--- src/rtl/lifo_pkg.sv ---
package lifo_pkg;
  typedef enum logic [1:0] {
    OP_IDLE = 2'd0,
    OP_PUSH = 2'd1,
    OP_POP  = 2'd2,
    OP_REJ  = 2'd3
  } op_e;
endpackage

--- src/rtl/lifo_ctrl.sv ---
module lifo_ctrl
  import lifo_pkg::*;
(
  input  logic clk,
  input  logic rst_n,
  input  logic push_i,
  input  logic pop_i,
  input  logic full_i,
  input  logic empty_i,
  output op_e  op_o,
  output logic err_o
);
  op_e  op_d;
  logic err_d, err_q;

  // Request decode: a simultaneous push and pop is a no-op
  always_comb begin
    op_d = OP_IDLE;
    if (push_i && !pop_i) op_d = full_i  ? OP_REJ : OP_PUSH;
    if (pop_i && !push_i) op_d = empty_i ? OP_REJ : OP_POP;
  end

  always_comb err_d = (op_d == OP_REJ);

  always_ff @(posedge clk or negedge rst_n) begin
    if (!rst_n) err_q <= 1'b0;
    else        err_q <= err_d;
  end

  assign op_o  = op_d;
  assign err_o = err_q;
endmodule

--- src/rtl/lifo_ptr.sv ---
module lifo_ptr
  import lifo_pkg::*;
#(
  parameter int AW = 6
) (
  input  logic          clk,
  input  logic          rst_n,
  input  op_e           op_i,
  output logic [AW-1:0] sp_o,
  output logic [AW-1:0] sp_inc_o,
  output logic          full_o,
  output logic          empty_o
);
  logic [AW-1:0] sp_q, sp_d, sp_inc, sp_dec;
  logic          full_q, full_d, empty_q, empty_d;
  logic          sp_en;

  assign sp_inc = sp_q + 1'b1;
  assign sp_dec = sp_q - 1'b1;
  assign sp_en  = (op_i == OP_PUSH) || (op_i == OP_POP);

  always_comb begin
    sp_d    = sp_q;
    full_d  = full_q;
    empty_d = empty_q;
    case (op_i)
      OP_PUSH: begin
        sp_d    = sp_inc;
        empty_d = 1'b0;
        full_d  = (sp_inc == '0);
      end
      OP_POP: begin
        sp_d    = sp_dec;
        full_d  = 1'b0;
        empty_d = (sp_dec == '0);
      end
      default: ;
    endcase
  end

  always_ff @(posedge clk or negedge rst_n) begin
    if (!rst_n) begin
      sp_q    <= '0;
      full_q  <= 1'b0;
      empty_q <= 1'b1;
    end else if (sp_en) begin
      sp_q    <= sp_d;
      full_q  <= full_d;
      empty_q <= empty_d;
    end
  end

  assign sp_o     = sp_q;
  assign sp_inc_o = sp_inc;
  assign full_o   = full_q;
  assign empty_o  = empty_q;
endmodule

--- src/rtl/lifo_mem.sv ---
module lifo_mem #(
  parameter int DW = 8,
  parameter int AW = 6
) (
  input  logic          clk,
  input  logic          rst_n,
  input  logic          we_i,
  input  logic [AW-1:0] waddr_i,
  input  logic [DW-1:0] wdata_i,
  input  logic          re_i,
  input  logic [AW-1:0] raddr_i,
  output logic [DW-1:0] rdata_o,
  output logic          rvld_o
);
  localparam int DEPTH = 1 << AW;

  logic [DW-1:0] words [DEPTH];
  logic [DW-1:0] rdata_q;
  logic          rvld_q;

  // Storage carries no reset
  always_ff @(posedge clk) begin
    if (we_i) words[waddr_i] <= wdata_i;
  end

  always_ff @(posedge clk or negedge rst_n) begin
    if (!rst_n)    rdata_q <= '0;
    else if (re_i) rdata_q <= words[raddr_i];
  end

  always_ff @(posedge clk or negedge rst_n) begin
    if (!rst_n) rvld_q <= 1'b0;
    else        rvld_q <= re_i;
  end

  assign rdata_o = rdata_q;
  assign rvld_o  = rvld_q;
endmodule

--- src/rtl/lifo_stack.sv ---
module lifo_stack
  import lifo_pkg::*;
#(
  parameter int DW      = 8,
  parameter int DEPTH   = 64,
  parameter int SYNC_ST = 2
) (
  input  logic          clk,
  input  logic          rst_n,
  input  logic          push_i,
  input  logic          pop_i,
  input  logic [DW-1:0] din_i,
  output logic [DW-1:0] dout_o,
  output logic          rd_vld_o,
  output logic          full_o,
  output logic          empty_o,
  output logic          err_o
);
  localparam int AW = $clog2(DEPTH);

  logic [SYNC_ST-1:0] rst_pipe;
  logic               rst_s;
  op_e                op;
  logic [AW-1:0]      sp, sp_inc;
  logic               full, empty;

  // Asynchronous assertion, synchronous release
  always_ff @(posedge clk or negedge rst_n) begin
    if (!rst_n) rst_pipe <= '0;
    else        rst_pipe <= {rst_pipe[SYNC_ST-2:0], 1'b1};
  end
  assign rst_s = rst_pipe[SYNC_ST-1];

  lifo_ctrl u_ctrl (
    .clk     (clk),
    .rst_n   (rst_s),
    .push_i  (push_i),
    .pop_i   (pop_i),
    .full_i  (full),
    .empty_i (empty),
    .op_o    (op),
    .err_o   (err_o)
  );

  lifo_ptr #(.AW(AW)) u_ptr (
    .clk      (clk),
    .rst_n    (rst_s),
    .op_i     (op),
    .sp_o     (sp),
    .sp_inc_o (sp_inc),
    .full_o   (full),
    .empty_o  (empty)
  );

  lifo_mem #(.DW(DW), .AW(AW)) u_mem (
    .clk     (clk),
    .rst_n   (rst_s),
    .we_i    (op == OP_PUSH),
    .waddr_i (sp_inc),
    .wdata_i (din_i),
    .re_i    (op == OP_POP),
    .raddr_i (sp),
    .rdata_o (dout_o),
    .rvld_o  (rd_vld_o)
  );

  assign full_o  = full;
  assign empty_o = empty;
endmodule

--- config.mk ---
export PLATFORM = sky130hd
export DESIGN_NAME = lifo_stack
export DESIGN_NICKNAME = d
export VERILOG_FILES = /design/src/rtl/lifo_pkg.sv /design/src/rtl/lifo_ctrl.sv /design/src/rtl/lifo_ptr.sv /design/src/rtl/lifo_mem.sv /design/src/rtl/lifo_stack.sv
export SDC_FILE = /design/constraint.sdc
export NUM_CORES = 1
export LEC_CHECK = 0
export ABC_AREA = 0
export BUFFER_PORTS_ARGS = -buffer_cell sky130_fd_sc_hd__buf_2
export CAP_MARGIN = 20
export CORE_UTILIZATION = 55
export DETAILED_ROUTE_END_ITERATION = 10
export PLACE_DENSITY = 0.82
export SLEW_MARGIN = 40
export SYNTH_ARGS = -nofsm -noshare
export SYNTH_HDL_FRONTEND = slang
export SYNTH_SLANG_ARGS = --single-unit
export TNS_END_PERCENT = 30
--- constraint.sdc ---
create_clock -name clk -period 1.2 [get_ports clk]
set_clock_uncertainty 0.15 [all_clocks]
set_input_delay 0.12 -clock clk [delete_from_list [all_inputs] [get_ports clk]]
set_output_delay 0.12 -clock clk [all_outputs]
set_load 0.05 [all_outputs]
==> metrics.md <==
| Metric | Value |
|---|---|
| Status | `finished with violations` |
| Failing checks | `setup timing` |
| DP Cell Count | `1,700` |
| First-pass GRT wire length | `83,000 µm` |
| Total negative setup slack | `-653,220 ps` |
| CP max stage delay | `500 ps` |
| Period utilization | `214%` |
| Simple-gate portion of the synthesized area | `4.04%` |
| EDFF count, synth | `512` |
| Layout cell share with drive strength beyond 1 | `43.5%` |
| Total gr overflow | `0` |
| Root buf cell | `clkbuf_16` |
| Mux cell area share after synthesis | `15.3%` |
| Post-Syn Area | `0.0211 mm²` |
| Placeable Area | `0.0378 mm²` |
| Placement-stage worst setup slack | `-1390 ps` |
| DRC | `0` |
| Max-cap violations | `0` |
| DR WL/cell | `32.6 µm` |
| RSZ-0062 raised after global routing | `true` |
| # fillers | `1,951` |
| Initial Utilization | `55.9%` |
| Power per cell area | `2250 mW/mm²` |
| FF+latch count, synth | `532` |
| Post-route ant nets | `0` |
| Post-Synth Adder-Cell Area | `0.415%` |
| Vias after detailed routing | `12,538` |
| Count of final setup violators | `542` |
| H-Tree Depth | `2` |
| Main combinational cell family by area after synthesis | `multiplexers` |
| Port bufs | `23` |
| CP Cell Sequence | `buf_12 > buf_8 > buf_6 > mux4_2 > nand2_1 > a21oi_1 > o31ai_2 > nand3_1` |
| Synthesized instance count | `1,072` |
| Hold/Removal Path Class | `flip-flop to asynchronous set/reset pin` |
| CP max-delay cell | `dfrtp_4` |
| Min setup slack post-route | `-1370 ps` |
| Synth Area in XOR/XNOR | `0.373%` |
| Utilization after layout | `71.0%` |
| Arrival time worst endpoint | `2810 ps` |
| Max VDD drop | `1.53 mV` |
| Synth cell types | `53` |
| Most frequent cells in the layout | `edfxtp_1 (512), mux4_2 (114), buf_4 (99)` |
| Worst slew margin | `59.3%` |
| Largest net degree at the start of global routing | `65` |
| CP Max Fanout | `15` |
| CP endpoint kind | `flip-flop` |
| Final Non-Filler Cells | `1,849` |
| Ys async rst share | `3.76%` |
| Worst-Skew Late Latency | `570 ps` |
| Critical Path RT | `1440 ps` |
| Die footprint | `0.0392 mm²` |
| Rows | `71` |
| Final hold vios | `0` |
| Achievable Freq | `389 MHz` |
| Worst Path Buf+Inv | `3` |
| Crit Path Class | `flip-flop to flip-flop` |
| Width of the die | `198 µm` |
| Total Routing Usage GR | `30.1%` |
| Compound-cell area share of the yosys netlist | `2.94%` |
| CTS Sinks | `532` |
| Warnings, synthesis | `0` |
| Minimum clock period | `2570 ps` |
| Dominant synthesized flop cell | `edfxtp_1` |
| Synth Area per Inst | `19.7 µm²` |
| Critical path's top delay family | `buffers and inverters` |
| # IOs | `24` |
| Most common cell after layout, fill and taps aside | `edfxtp_1` |
| Die Ht | `198 µm` |
| Final slew viol count | `0` |
| Area Growth Syn to Fin | `27.0%` |
| Fin nets | `1,322` |
| Worst slew pin tran | `610 ps` |
| CTS Buffer Depth | `3` |
| Startpoint Class | `flip-flop` |
| Drt initial violations | `1,850` |
| TritonCTS buffer count | `49` |
| Reg clk slew, reported paths | `70 ps` |
| Initial antenna violation count | `2` |
| LEAKAGE | `0.00888 µW` |
| Net Count, Synth | `1,091` |
| Hpwl dp | `29,600 µm` |
| RD Place Congestion | `0.918` |
| Drt via density | `6.78` |
| Drt first pass iters | `8` |
| Routed wire length | `60,300 µm` |
| Clock tree from TritonCTS | `yes` |
| Fin Hold WS | `97.1 ps` |
| Vias in the first global route | `12,364` |
| Seq/Total Area, Yosys | `75.2%` |
-- state kept, by name, indices dropped and copies added, names as in the netlist --
signal         count
u_ptr.full_o       1
u_ptr.sp_o         6
u_mem.rvld_o       1
rst_pipe           2
u_ptr.empty_o      1
u_mem.rdata_o      8
u_mem.words      512
u_ctrl.err_o       1
-- where the power goes --
group | leakage, µW | internal (µW) | switching (µW)
clock network | 0.000752 | 8580 | 6790
logic | 0.00329 | 10700 | 12900
registers | 0.00484 | 20900 | 429
-- what timing repair did --
action | in CTS | in global routing
hold buffers | 10 | 0
endpoints found under the setup margin | 542 | 542
pin swaps | 48 | 37
gates resized for setup | 159 | 72
setup buffers | 34 | 12
endpoints found under the hold margin | 513 | 0
gates cloned | 8 | 0
-- cell families (layout without fill, tap and decap cells) --
family                   count (synthesis)  in the layout
adder cells (fa/ha/maj)                  7              7
multiplexers                           175            175
AND/OR/NAND/NOR                        193            193
XOR/XNOR                                 9              9
buffers and inverters                   68            332
flip-flops                             532            532
AO/OA/AOI/OAI                           87             88
other                                    1              2
-- path summary, 6_finish.rpt --
check	slack, ps	depth (start not counted)	endpoint	from
max in group asynchronous	490	1	u_ptr.empty_o	rst_pipe[1]
max reg2reg	-1370	8	u_mem.rdata_o[1]	u_ptr.sp_o[2]
min in group clk	210	0	rst_pipe[1]	rst_pipe[0]
min reg2reg	100	1	u_ptr.sp_o[4]	rst_pipe[1]
max	-1370	8	u_mem.rdata_o[1]	u_ptr.sp_o[2]
min	100	1	u_ptr.sp_o[4]	rst_pipe[1]
-- cell usage after synthesis, drive strengths merged, types with 2 or more instances --
master	n	area, µm²
mux2i	58	581
a21oi	24	124
clkbuf	23	87.6
nor2b	7	43.8
a32oi	2	17.5
mux4	117	2650
ha	7	87.6
o31ai	8	60.1
o22ai	7	43.8
nand2	57	214
o221ai	7	61.3
a221oi	7	61.3
nor2	82	308
nand4b	2	17.5
or3	2	12.5
dfrtp	19	475
nand2b	10	62.6
nor3	3	15.0
buf	39	261
xor2	4	35.0
inv	5	18.8
and2	2	12.5
or2	3	18.8
nand4	2	12.5
nand3b	2	15.0
edfxtp	512	15400
o21ai	11	55.1
a221o	7	70.1
nand3	16	80.1
a22o	7	61.3
xnor2	5	43.8
a31oi	2	25.0
-- metal layers --
metal / track usage [%] / share of wire (%) / vias up / wire (µm)
met5: 0 / 0 / - / 0
met1: 39.3 / 34 / 6322 / 20400
li1: - / - / 4809 / -
met3: 6.32 / 12 / 277 / 6960
met2: 47.9 / 48 / 1130 / 29200
met4: 16.0 / 6.2 / 0 / 3760
-- per-stage QoR --
| stage | instance area (µm²) | power [µW] |
|---|---|---|
| after detailed placement | 23500 | 38500 |
| after global placement | 23500 | 38100 |
| after global routing | 26800 | 61700 |
| after CTS | 26400 | 57600 |
| after floorplan | 21500 | 33200 |
| final | 26800 | 60400 |
-- final cells by class --
| class | instances | area (µm²) | area share (%) |
|---|---|---|---|
| inverter | 6 | 31.3 | 0.117 |
| clock inverter | 25 | 226 | 0.844 |
| sequential | 532 | 15900 | 59.2 |
| antenna | 1 | 2.50 | 0.00933 |
| clock buffer | 60 | 1310 | 4.87 |
| timing repair buffer | 241 | 2800 | 10.4 |
| multi-input combinational | 473 | 5930 | 22.1 |
| tap | 511 | 639 | 2.38 |
No activity file was read; power rests on OpenSTA's default activity.
